==> src/rtl/hist_phase_pkg.sv <==
package hist_phase_pkg;

    typedef enum logic [1:0] {
        ST_IDLE = 2'd0,
        ST_ARM  = 2'd1,
        ST_ACQ  = 2'd2,
        ST_DONE = 2'd3
    } seq_state_t;

    typedef enum logic [1:0] {
        PH_OFFSET = 2'd0,
        PH_GAIN   = 2'd1,
        PH_DNL    = 2'd2,
        PH_INL    = 2'd3
    } test_phase_t;

endpackage

==> src/rtl/hp_match_slice.sv <==
module hp_match_slice (
    input  logic sample_bit,
    input  logic ref_bit,
    input  logic eq_in,
    output logic eq_out
);
    assign eq_out = eq_in & ~(sample_bit ^ ref_bit);
endmodule

==> src/rtl/hp_match_chain.sv <==
module hp_match_chain #(
    parameter int CODE_W = 4
) (
    input  logic [CODE_W-1:0] sample,
    input  logic [CODE_W-1:0] ref_val,
    output logic              equal
);
    logic [CODE_W:0] eq_link;

    assign eq_link[0] = 1'b1;

    for (genvar b = 0; b < CODE_W; b++) begin : g_slice
        hp_match_slice u_slice (
            .sample_bit (sample[b]),
            .ref_bit    (ref_val[b]),
            .eq_in      (eq_link[b]),
            .eq_out     (eq_link[b+1])
        );
    end

    assign equal = eq_link[CODE_W];
endmodule

==> src/rtl/hp_step_sel.sv <==
module hp_step_sel
    import hist_phase_pkg::*;
#(
    parameter int CODE_W  = 4,
    parameter int GAIN_LO = 4,
    parameter int GAIN_HI = 11
) (
    input  test_phase_t       cur_phase,
    input  logic [CODE_W-1:0] cur_code,
    output test_phase_t       nxt_phase,
    output logic [CODE_W-1:0] nxt_code,
    output logic              last_step
);
    localparam logic [CODE_W-1:0] TOP_CODE = {CODE_W{1'b1}};
    localparam logic [CODE_W-1:0] LO_CODE  = CODE_W'(GAIN_LO);
    localparam logic [CODE_W-1:0] HI_CODE  = CODE_W'(GAIN_HI);
    localparam int                SPAN     = GAIN_HI - GAIN_LO + 1;

    if (SPAN < 1 || (SPAN & (SPAN - 1)) != 0 || GAIN_HI >= (1 << CODE_W)) begin : g_bad_span
        $error("gain code span must be a power of two inside the code range");
    end

    always_comb begin
        nxt_phase = cur_phase;
        nxt_code  = cur_code + 1'b1;
        last_step = 1'b0;
        unique case (cur_phase)
            PH_OFFSET: begin
                if (cur_code == '0) begin
                    nxt_code = TOP_CODE;
                end else begin
                    nxt_phase = PH_GAIN;
                    nxt_code  = LO_CODE;
                end
            end
            PH_GAIN: begin
                if (cur_code == HI_CODE) begin
                    nxt_phase = PH_DNL;
                    nxt_code  = '0;
                end
            end
            PH_DNL: begin
                if (cur_code == TOP_CODE) begin
                    nxt_phase = PH_INL;
                    nxt_code  = '0;
                end
            end
            PH_INL: begin
                if (cur_code == TOP_CODE) begin
                    last_step = 1'b1;
                    nxt_code  = cur_code;
                end
            end
            default: ;
        endcase
    end
endmodule

==> src/rtl/hist_phase_seq.sv <==
module hist_phase_seq
    import hist_phase_pkg::*;
#(
    parameter int CODE_W  = 4,
    parameter int GAIN_LO = 4,
    parameter int GAIN_HI = 11
) (
    input  logic              clk,
    input  logic              rst_n,
    input  logic              start,
    input  logic              win_end,
    input  logic [CODE_W-1:0] adc_code,
    output logic              hit,
    output logic [1:0]        phase,
    output logic [CODE_W-1:0] ref_code,
    output logic              acc_up,
    output logic              acc_dn,
    output logic              det_clr,
    output logic              done
);
    seq_state_t        state_q, state_d;
    test_phase_t       phase_q, phase_nx;
    logic [CODE_W-1:0] code_q, code_nx;
    logic              last_step;
    logic              code_eq;
    logic              win_open;

    hp_match_chain #(.CODE_W(CODE_W)) u_match (
        .sample  (adc_code),
        .ref_val (code_q),
        .equal   (code_eq)
    );

    hp_step_sel #(
        .CODE_W  (CODE_W),
        .GAIN_LO (GAIN_LO),
        .GAIN_HI (GAIN_HI)
    ) u_step (
        .cur_phase (phase_q),
        .cur_code  (code_q),
        .nxt_phase (phase_nx),
        .nxt_code  (code_nx),
        .last_step (last_step)
    );

    always_comb begin
        state_d = state_q;
        unique case (state_q)
            ST_IDLE: if (start)   state_d = ST_ACQ;
            ST_ARM:  if (start)   state_d = ST_ACQ;
            ST_ACQ:  if (win_end) state_d = last_step ? ST_DONE : ST_ARM;
            ST_DONE:              state_d = ST_IDLE;
            default:              state_d = ST_IDLE;
        endcase
    end

    always_ff @(posedge clk) begin
        if (!rst_n) begin
            state_q <= ST_IDLE;
            phase_q <= PH_OFFSET;
            code_q  <= '0;
        end else begin
            state_q <= state_d;
            if (state_q == ST_IDLE && start) begin
                phase_q <= PH_OFFSET;
                code_q  <= '0;
            end else if (state_q == ST_ACQ && win_end && !last_step) begin
                phase_q <= phase_nx;
                code_q  <= code_nx;
            end
        end
    end

    always_comb begin
        win_open = (state_q == ST_ACQ);
        hit      = win_open & code_eq;
        det_clr  = start & ((state_q == ST_IDLE) | (state_q == ST_ARM));
        done     = (state_q == ST_DONE);
        if (phase_q == PH_OFFSET && code_q == '0) begin
            acc_dn = hit;
            acc_up = 1'b0;
        end else begin
            acc_dn = 1'b0;
            acc_up = hit;
        end
    end

    assign phase    = phase_q;
    assign ref_code = code_q;

endmodule

==> config.mk <==
export PLATFORM = sky130hd
export DESIGN_NAME = hist_phase_seq
export DESIGN_NICKNAME = d
export VERILOG_FILES = /design/src/rtl/hist_phase_pkg.sv /design/src/rtl/hp_match_slice.sv /design/src/rtl/hp_match_chain.sv /design/src/rtl/hp_step_sel.sv /design/src/rtl/hist_phase_seq.sv
export SDC_FILE = /design/constraint.sdc
export NUM_CORES = 1
export LEC_CHECK = 0
export BUFFER_PORTS_ARGS = -buffer_cell sky130_fd_sc_hd__buf_2
export CORE_AREA = 2 2 44 46
export CTS_CLUSTER_DIAMETER = 80
export DETAILED_ROUTE_END_ITERATION = 7
export DIE_AREA = 0 0 46 48
export PLACE_DENSITY = 0.67
export SYNTH_ARGS = -nofsm -noshare
export SYNTH_HDL_FRONTEND = slang
export SYNTH_HIERARCHICAL = 1
export SYNTH_SLANG_ARGS = --single-unit
==> constraint.sdc <==
create_clock -name clk -period 2.27 [get_ports clk]
set_input_delay 0.227 -clock clk [delete_from_list [all_inputs] [get_ports clk]]
set_output_delay 0.227 -clock clk [all_outputs]
set_load 0.02 [all_outputs]
After elaboration in Yosys (flattened, before gate mapping)
Index checks and enable logic that the tools add are counted.
{ "op_classes": {"n_addsub": 1, "eq_ne": 14, "n_mux": 17, "bitwise_logic": 15, "reduce_logical": 14} }
{ "ops": {"columns": ["op", "count"], "rows": [
  ["2-to-1 mux 4 bit", 4],
  ["case mux 4 bit (4 select lines)", 1],
  ["2-to-1 mux 2 bit", 6],
  ["case mux 2 bit (3 select lines)", 2],
  ["equality test 2 bit (second input constant)", 4],
  ["equality test 4 bit (second input constant)", 2],
  ["inequality test 2 x 1 -> 1 bit (second input constant)", 3],
  ["inequality test 2 bit (second input constant)", 3],
  ["AND 1 bit", 5],
  ["inverter 1 bit", 5],
  ["AND reduction 5 bit", 1],
  ["adder 4 x 1 -> 4 bit (second input constant)", 1],
  ["equality test 2 x 1 -> 1 bit (second input constant)", 2],
  ["logical AND 1 bit", 4],
  ["zero test 2 bit", 2],
  ["zero test 4 bit", 1],
  ["2-to-1 mux 1 bit", 4],
  ["AND reduction 2 bit", 2],
  ["OR reduction 2 bit", 2],
  ["XOR 1 bit", 4],
  ["nonzero test 3 bit", 1],
  ["zero test 1 bit", 1],
  ["OR 1 bit", 1]
]} }
{ "totals": {"elab_cells": 64, "out_inout_bits": 11, "in_bits": 8, "reg_bits": 8} }

Depth between registers and ports, before layout
Gate-level depths: netlist of run 1.
{ "depth": {"ltp_word": 7, "depth_mapped": 9, "ltp_nobuf": 8} }

Cells and area by module
Netlist of run 1, hierarchy kept.
{ "modules_own_cells": {"columns": ["mod", "area_each_um2", "n_inst", "cells_each"], "rows": [
  ["hist_phase_seq", 362.8, 1, 41],
  ["hp_step_sel", 306.5, 1, 46],
  ["hp_match_slice", 15.0, 4, 2],
  ["hp_match_chain", 3.8, 1, 1]
]} }

Worst setup path before layout of run 1
OpenSTA, ideal clock, no wires.
{ "synth_path": {"path_kind": "reg2reg", "from": "register code_q[1], in the netlist ref_code[1]", "to": "register code_q[0], in the netlist ref_code[0]", "path_slack_ns": 0.345, "t_arrival_ns": 1.860, "period_less_slack_ns": 1.925, "path_stages_with_launch": 10, "cell_sequence": "dfxtp_1 -> ha_1 -> buf_4 -> nand3_1 -> ha_1 -> nand2b_1 -> o311a_1 -> a211oi_2 -> mux2i_1 -> nor2_1"} }
{ "synth_via": {"elab_cells_between_ends": 13} }
{ "synth_rtl": {"columns": ["item", "line", "rtl"], "rows": [
  ["from (decl)", "hist_phase_seq.sv:23", "logic [CODE_W-1:0] code_q, code_nx;"],
  ["from (signal assigned)", "hist_phase_seq.sv:69", "code_q <= code_nx;"],
  ["equality test 4 bit, or another cell as far along", "hp_step_sel.sv:43", "if (cur_code == TOP_CODE) begin"],
  ["2-to-1 mux 4 bit, on equally long branches", "hp_step_sel.sv:43, hp_step_sel.sv:29, hp_step_sel.sv:37", null],
  ["case mux 4 bit (4 select lines) *", "hp_step_sel.sv:27", "unique case (cur_phase)"],
  ["via code_nx[0]", "hist_phase_seq.sv:23", null]
]} }
Mark *: on every way through the listed nets, which the timed path passes. The rest lies on a longest branch.
A chain may end at the register's enable or synchronous reset.

Worst setup path in the final report of run 1
{ "layout_path": {"from": "register code_q[0], in the netlist ref_code[0]", "to": "output port acc_up"} }
{ "layout_via": {"elab_chain_len": 7, "elab_cells_between_ends": 9} }
{ "layout_lines": {"columns": ["item", "line", "rtl"], "rows": [
  ["XOR 1 bit", "hp_match_slice.sv:7", "assign eq_out = eq_in & ~(sample_bit ^ ref_bit);"],
  ["inverter 1 bit", "hp_match_slice.sv:7", null],
  ["via u_match.eq_link[1]", "hp_match_chain.sv:8", "logic [CODE_W:0] eq_link;"],
  ["AND 1 bit", "hp_match_slice.sv:7", null],
  ["via u_match.eq_link[2]", "hp_match_chain.sv:8", null],
  ["AND 1 bit", "hp_match_slice.sv:7", null],
  ["via u_match.eq_link[3]", "hp_match_chain.sv:8", null],
  ["AND 1 bit", "hp_match_slice.sv:7", null],
  ["via code_eq", "hist_phase_seq.sv:25", "logic code_eq;"],
  ["AND 1 bit", "hist_phase_seq.sv:76", "hit = win_open & code_eq;"],
  ["2-to-1 mux 1 bit", "hist_phase_seq.sv:79", "if (phase_q == PH_OFFSET && code_q == '0) begin"],
  ["to (decl)", "hist_phase_seq.sv:16", "output logic acc_up,"]
]} }
The timed path passes the listed nets, and every way through them passes these cells.

==> results of run 1 <==
-- cell families (layout without fill, tap and decap cells) --
kind of cell / count (synthesis) / in the layout / share of synthesized area [%]
AND/OR/NAND/NOR: 39 / 39 / 27.8
AO/OA/AOI/OAI: 23 / 23 / 22.9
buffers and inverters: 12 / 31 / 8.87
flip-flops: 8 / 8 / 21.8
multiplexers: 6 / 6 / 8.19
XOR/XNOR: 4 / 4 / 4.78
adder cells (fa/ha/maj): 3 / 3 / 5.12
other: 1 / 1 / 0.511
-- stage by stage --
step                      setup slack [ns]  instance area (sq um)  utilization, %  power, mW
after CTS                            0.272                    851            50.4      0.340
after detailed placement             0.404                    828            49.0      0.234
after global placement               0.435                    828            49.0      0.233
final                                0.272                    851            50.4      0.334
after global routing                0.0987                    851            50.4      0.359
after floorplan                      0.345                    733               -      0.213
-- sequential cells by signal, indices dropped and copies added (netlist names) --
signal    flops
phase         2
state_q       2
ref_code      4
-- power groups by stage --
stage | sequential (mW) | combinational [mW] | clock [mW]
floorplan | 0.159 | 0.0532 | 0
global placement | 0.159 | 0.0736 | 0
detailed placement | 0.159 | 0.0742 | 0
CTS | 0.157 | 0.0744 | 0.109
global route | 0.158 | 0.0837 | 0.118
finish | 0.157 | 0.0745 | 0.103
-- final cells by class --
cell class / count / area share [%]
multi-input cells: 76 / 59.7
flip-flops and latches: 8 / 18.8
repair buffers: 21 / 13.2
inverters: 7 / 3.09
clock buffers: 3 / 2.65
well taps: 17 / 2.50
-- Yosys cell counts --
library cell | count | area, sq um
a21oi_1 | 3 | 15.0
dfxtp_1 | 8 | 160
nand2_4 | 1 | 11.3
o21ai_0 | 4 | 20.0
o22ai_1 | 1 | 6.26
a221oi_2 | 1 | 15.0
o21ai_1 | 1 | 5.00
buf_4 | 3 | 22.5
inv_2 | 1 | 3.75
nand3_1 | 2 | 10.0
and2_1 | 5 | 31.3
a2bb2oi_1 | 1 | 8.76
conb_1 | 1 | 3.75
xnor2_1 | 4 | 35.0
nand2b_1 | 3 | 18.8
o311a_1 | 1 | 10.0
and4bb_1 | 1 | 12.5
ha_1 | 3 | 37.5
a21o_1 | 1 | 7.51
nor2b_1 | 2 | 12.5
mux2i_1 | 6 | 60.1
nor2_1 | 16 | 60.1
and3_1 | 2 | 12.5
o22a_1 | 2 | 17.5
a21boi_0 | 3 | 22.5
buf_2 | 1 | 5.00
buf_6 | 1 | 11.3
nor3b_1 | 1 | 7.51
a31oi_1 | 3 | 18.8
inv_1 | 6 | 22.5
a211oi_2 | 1 | 12.5
a311oi_1 | 1 | 8.76
nand2_1 | 4 | 15.0
nand4_1 | 2 | 12.5
-- per-layer routing --
layer | part of all wire (%) | GRT usage, %
met1 | 49 | 23.3
met2 | 48 | 27.8
met3 | 2.5 | 2.26
met4 | 0 | 5.14
met5 | 0 | 0
-- final timing paths --
path                     from  depth (start not counted)  slack, ns           to
setup / recovery  ref_code[0]                          8       0.27       acc_up
hold / removal          rst_n                          2       0.23   state_q[0]
setup reg to reg  ref_code[1]                          8       0.37  ref_code[0]
hold reg to reg   ref_code[0]                          2       0.64  ref_code[0]
-- worst max-delay path: stages (launching register included) --
cell     delay (ns)
dfxtp_1        0.48
xnor2_1        0.15
and2_1         0.13
and2_1         0.10
and2_1         0.12
and2_1         0.12
nand2_1        0.07
a31oi_1        0.16
buf_2          0.19
==> results.cfg, run 1 <==
[run_status]
status = complete, no violations

[logic_synthesis]
synth_area_sq_um = 733
syn_nets = 107
synth_cell_types = 34
synth-seq-cells = 8
syn_inst = 96
yosysSeqAreaShare_pct = 21.8
syn_avg_cell_area_sq_um = 7.64
synth.yosys.warnings = 6

[floorplanning]
start_util_pct = 43.4
die-area_sq_mm = 0.00221
fp.dieW_um = 46
io_pins = 19
core_region_area_sq_mm = 0.00169
fp-row-count = 15
die_h_um = 48

[sta]
finalMaxSlewViolations = 0
finClkSkew_ns = 0.00339
period_minus_slack_ns = 2.00
fin_crit_sh_pct = 88.0
relSlewSlack_pct = 66.3
tightest_slew_ns = 0.503
timing.final.hold_violations = 0
clock.fmax_mhz = 501
finalSetupViolations = 0
rsz0062_at_grt = false
hold_slack_ns = 0.230
fin_setup_tns_ns = 0

[power_and_ir_drop]
sw_frac_of_total_pct = 27.8
p_sw_mw = 0.0928
power_frac_clock_pct = 30.8
power_frac_seq_pct = 46.9
p_per_area_mw_per_mm2 = 393
peakVddDrop_mv = 0.227
p_int_mw = 0.241
leakage_nw = 0.403
pwr-share-comb_pct = 22.3

[layout]
final_common_cell = buf_2
drive_above_1_share_pct = 24.3
regArea_sq_um = 160
nFillCells = 174
multi_input_area_sq_um = 508
final_cell_mix = buf_2, nor2_1, dfxtp_1, inv_1, mux2i_1
finalNonFillerCells = 132
syn2layout_area_growth_pct = 16.0
antenna_cells = 0
nets = 128

[clock_tree]
cts_resized = 0
cts_buffers = 3
root_buffer = clkbuf_4
cts_max_level = 1
cts_tree = yes
clkLatencyLatePin_ns = 0.25
clockBufferDepth = 2
cts_setup_buffers = 0
clkTransAtPathRegs_ns = 0.05
ctsHoldBuffers = 0
cts_sinks = 8

[global_routing]
antenna_found_initial = 0
grt.overflow.total = 0
grt_pass1_wl_um = 2750
grt_pass1_vias = 652
grt_use_total_pct = 17.0
grt_max_degree = 18

[run]
drv_cap = 0

[place]
dp.final_hpwl_um = 1260
gp_routability_congestion = 0.803
place_inst = 129
port_buffers = 18

[critical_path]
worstPathArrival_ns = 1.77
cp-end-kind = primary output
critPathLaunchType = flop
critPathKind = reg2out
required_ns = 2.04
cp_max_fo = 8

[routing]
num_vias = 722
drc = 0
drt_iter0_drc = 7
ant_nets = 0
routed_wl_um = 1660
routedWlPerCell_um = 12.6
routed_via_density = 5.47
firstDrtPassIters = 4

[hold_path]
hp-class = in2reg
(Power assumes the default switching activity.)
==> run 2: changes to the inputs <==
CORE_AREA = 2 2 42 44   (was 2 2 44 46)
DIE_AREA = 0 0 44 46   (was 0 0 46 48)
SKIP_LAST_GASP = 1   (was unset)
SYNTH_HIERARCHICAL = unset   (was 1)
==> results.cfg, run 2 <==
[run_status]
status = complete, no violations

[power_and_ir_drop]
leakage_nw = 0.350
pwr-share-comb_pct = 17.4
power_frac_clock_pct = 33.0
sw_frac_of_total_pct = 26.0
peakVddDrop_mv = 0.216
power_frac_seq_pct = 49.5
p_int_mw = 0.231
p_sw_mw = 0.0812
finalPower_mw = 0.312
p_per_area_mw_per_mm2 = 416

[place]
dp.final_hpwl_um = 1020
port_buffers = 18
gp_routability_congestion = 0.747

[sta]
tightest_slew_ns = 0.412
finalMaxSlewViolations = 0
hold_slack_ns = 0.230
period_minus_slack_ns = 1.74
fin_setup_tns_ns = 0
finClkSkew_ns = 0.00435
rsz0062_at_grt = false
relSlewSlack_pct = 72.2
finalSetupViolations = 0
timing.final.hold_violations = 0
clock.fmax_mhz = 576
fin_crit_sh_pct = 76.5

[layout]
final_cell_mix = buf_2, inv_1, ha_1, dfxtp_1, o21ai_0
largest_register_ffs = 4
antenna_cells = 0
drive_above_1_share_pct = 22.4
nets = 116
final_common_cell = buf_2
syn2layout_area_growth_pct = 13.2

[logic_synthesis]
yosysTopAreaCellShare_pct = 24.2
async_reset_ff_share_pct = 0
ys.flop_type = dfxtp_1
synthTopCellsByArea = dfxtp_1, ha_1, o21ai_0
synth.yosys.warnings = 0
synth-seq-cells = 8
yosysSeqAreaShare_pct = 24.2
synth_area_sq_um = 663
synth_most_common_cell = inv_1
syn_avg_cell_area_sq_um = 7.99
synth_cell_types = 28
syn_inst = 83
syn_nets = 99
synth_area_leader_cell = dfxtp_1
synth_edf_count = 0
synthTopCellsByCount = inv_1, dfxtp_1, ha_1

[hold_path]
hp-class = in2reg
hold_path_depth = 2

[floorplanning]
die-area_sq_mm = 0.00202
fp.dieW_um = 44
fp-row-count = 15
core_region_area_sq_mm = 0.00161
io_pins = 19
die_h_um = 46
start_util_pct = 41.1

[clock_tree]
clkLatencyLatePin_ns = 0.25
cts_resized = 0
ctsHoldBuffers = 0
root_buffer = clkbuf_4
cts_setup_buffers = 0
cts_tree = yes
cts_buffers = 3
cts_sinks = 8
clkTransAtPathRegs_ns = 0.05
clockBufferDepth = 2
cts_max_level = 1

[routing]
routed_wl_um = 1280
drc = 0
ant_nets = 0
routed_via_density = 5.16
drt_iter0_drc = 9
firstDrtPassIters = 4
num_vias = 593
routedWlPerCell_um = 11.1

[critical_path]
cp_max_fo = 7
critPathLaunchType = flop
r2r_cells = 6
critPathKind = reg2reg
required_ns = 2.44
cp-end-kind = flop
worstPathArrival_ns = 1.91

[run]
drv_cap = 0

[global_routing]
grt_max_degree = 12
grt_pass1_vias = 492
grt.overflow.total = 0
grt_use_total_pct = 13.6
grt_pass1_wl_um = 2000
antenna_found_initial = 0
run 2: changes by cell type after synthesis, moves of 3 or more:
cell	delta
mux2i_1	-5
inv_1	+3
a21oi_1	+3
and2_1	-3
o21ai_0	+3
nor2_1	-10
ha_1	+5
run 2: critical path, stage by stage, from the launching register on:
cell and delay, ns:
dfxtp_1 0.41, inv_1 0.11, ha_1 0.23, nor3_1 0.28, a41oi_2 0.13, or3_1 0.40
a21oi_1 0.12
run 2: final timing paths:
kind | from | endpoint | slack, ns
worst min-delay path | rst_n | state_q[1] | 0.23
worst max register to register | phase[0] | phase[1] | 0.53
worst max-delay path | phase[0] | phase[1] | 0.53
worst min register to register | phase[1] | phase[1] | 0.54
run 2: kinds of logic (layout without fill, tap and decap cells):
family | Yosys count | after routing | share of synthesized area [%]
compound gates | 22 | 22 | 20.6
fa+ha+maj | 8 | 8 | 15.1
xor+xnor | 4 | 4 | 5.28
simple gates | 25 | 25 | 21.3
buf+inv | 15 | 30 | 12.1
mux | 1 | 1 | 1.51
flops | 8 | 8 | 24.2
run 2: final cells by class:
type	instances	area, sq um
Timing Repair Buffer	18	90.1
Multi-Input combinational cell	60	423
Sequential cell	8	160
Tap cell	17	21.3
Clock buffer	3	22.5
Fill cell	171	863
Inverter	9	33.8
run 2: power groups by stage:
stage / registers [mW] / logic, mW / clock network [mW]
after global placement: 0.157 / 0.0536 / 0
after detailed placement: 0.157 / 0.0544 / 0
after CTS: 0.154 / 0.0548 / 0.108
after global routing: 0.155 / 0.0607 / 0.116
after floorplan: 0.153 / 0.0449 / 0
final: 0.155 / 0.0544 / 0.103
run 2: per-layer routing:
metal | GRT usage [%] | routed length [um] | share of wire [%] | vias to the layer above
met4 | 9.09 | 19 | 1.5 | 0
li1 | - | - | - | 313
met1 | 16.4 | 627 | 49 | 267
met5 | 0 | 0 | 0 | -
met2 | 22.1 | 588 | 46 | 11
met3 | 2.38 | 41 | 3.2 | 2
run 2: per-stage QoR:
| stage | setup WS, ns | utilization (%) | area [sq um] | std cells |
|---|---|---|---|---|
| floorplan | 0.526 | - | 663 | 83 |
| global placement | 0.608 | 45.1 | 728 | 112 |
| detailed placement | 0.545 | 45.1 | 728 | 112 |
| CTS | 0.531 | 46.5 | 751 | 115 |
| global route | 0.391 | 46.5 | 751 | 115 |
| finish | 0.534 | 46.5 | 751 | 115 |
==> run 3: changes to the inputs <==
PLACE_DENSITY = 0.7   (was 0.67)
clock period = 1.5 ns   (was 2.27 ns; I/O delays follow)
==> results.cfg, run 3 (synthesized netlist as in run 2, its figures left out) <==
[layout]
final_cell_mix = buf_2, buf_4, inv_1, nor2_1
multi_input_area_sq_um = 484
nets = 127
largest_register_ffs = 4
postLayoutCoreUtil_pct = 57.8
syn2layout_area_growth_pct = 40.8
antenna_cells = 0
finalNonFillerCells = 127
nFillCells = 147
drive_above_1_share_pct = 44.5
final_common_cell = buf_2
final_area_sq_um = 933
regArea_sq_um = 173

[place]
dp.final_hpwl_um = 1210
place_inst = 120
place_ws_ns = -0.000175
port_buffers = 18
gp_routability_congestion = 0.802
post_dp_cell_area_sq_um = 818

[sta]
relSlewSlack_pct = 64.1
tightest_slew_ns = 0.533
timing.final.hold_violations = 0
fin_setup_tns_ns = -0.312
hold_slack_ns = 0.155
clock.fmax_mhz = 633
finalSetupViolations = 6
worst_slack_ns = -0.0788
rsz0062_at_grt = true
fin_crit_sh_pct = 105
period_minus_slack_ns = 1.58
finClkSkew_ns = 0.00866
finalMaxSlewViolations = 0

[critical_path]
reg2reg_from = phase[1]
cp_max_fo = 4
slowest_stage = or3_1
worstPathArrival_ns = 1.77
crit_chain = buf_6, ha_4, mux2i_1, a41oi_2, or3_1, a21oi_2
critPathMaxStageDelay_ns = 0.39
critPathKind = reg2reg
required_ns = 1.70
crit_start = phase[1]
critPathLaunchType = flop
cp-end-kind = flop

[routing]
firstDrtPassIters = 4
drt_iter0_drc = 25
ant_nets = 0
num_vias = 705
routed_via_density = 5.55
routedWlPerCell_um = 13.6
routed_wl_um = 1730
drc = 0

[global_routing]
grt_max_degree = 11
grt_use_total_pct = 18.8
grt.overflow.total = 0
antenna_found_initial = 0
grt_pass1_vias = 587
grt_pass1_wl_um = 2570

[floorplanning]
io_pins = 19
fp.dieW_um = 44
core_region_area_sq_mm = 0.00161
die_h_um = 46
fp-row-count = 15
die-area_sq_mm = 0.00202
start_util_pct = 41.1

[power_and_ir_drop]
finalPower_mw = 0.522
p_per_area_mw_per_mm2 = 560
leakage_nw = 0.420
peakVddDrop_mv = 0.347

[clock_tree]
clkLatencyLatePin_ns = 0.27
cts_tree = yes
clockBufferDepth = 2
cts_max_level = 1
ctsHoldBuffers = 0
cts_sinks = 8
cts_buffers = 3
clkTransAtPathRegs_ns = 0.06
root_buffer = clkbuf_4

[hold_path]
hp-class = in2reg
min_from = rst_n

[run_status]
violations = setup timing
status = finished, violations left

[run]
drv_cap = 0
==> run 3: cell types whose count changed in the layout (fill, tap and decap cells not counted), sizes merged <==
| cell | previous run | this run |
|---|---|---|
| buf | 18 | 29 |
| clkbuf | 3 | 4 |
==> run 3: final timing paths <==
kind,endpoint,slack [ns],cells past startpoint
max,phase[0],-0.08,6
max reg2reg,phase[0],-0.08,6
min,state_q[1],0.15,2
min reg2reg,phase[1],0.55,2
==> run 3: what timing repair did <==
| action | CTS | global route |
|---|---|---|
| endpoints found under the setup margin | 5 | 8 |
| pin swaps | 5 | 4 |
| cloned | 0 | 0 |
| resized for setup | 10 | 8 |
| buffers inserted | 3 | 1 |
==> run 3: final cells by class <==
type	count	share of cell area (%)
timing repair buffer	29	20.6
tap	17	2.28
sequential	8	18.5
inverter	9	3.89
clock buffer	4	2.82
multi-input combinational	60	51.9
==> run 3: critical path, delay by kind of cell, from the launching register on <==
family / cells / cell delay, ns
AO/OA/AOI/OAI: 2 / 0.29
adder cells (fa/ha/maj): 1 / 0.16
buffers and inverters: 1 / 0.12
flip-flops: 1 / 0.36
multiplexers: 1 / 0.17
AND/OR/NAND/NOR: 1 / 0.39
==> run 3: per-layer routing <==
layer | GRT usage [%] | wire [um] | part of all wire, %
met5 | 0 | 0 | 0
met4 | 14.5 | 42 | 2.4
met3 | 4.76 | 92 | 5.3
met2 | 30.0 | 800 | 46
met1 | 21.4 | 793 | 46
==> run 3: power breakdown <==
| group | internal (mW) | switching [mW] | total, mW |
|---|---|---|---|
| Combinational | 0.0486 | 0.0575 | 0.106 |
| Sequential | 0.218 | 0.00980 | 0.228 |
| Clock | 0.103 | 0.0862 | 0.189 |
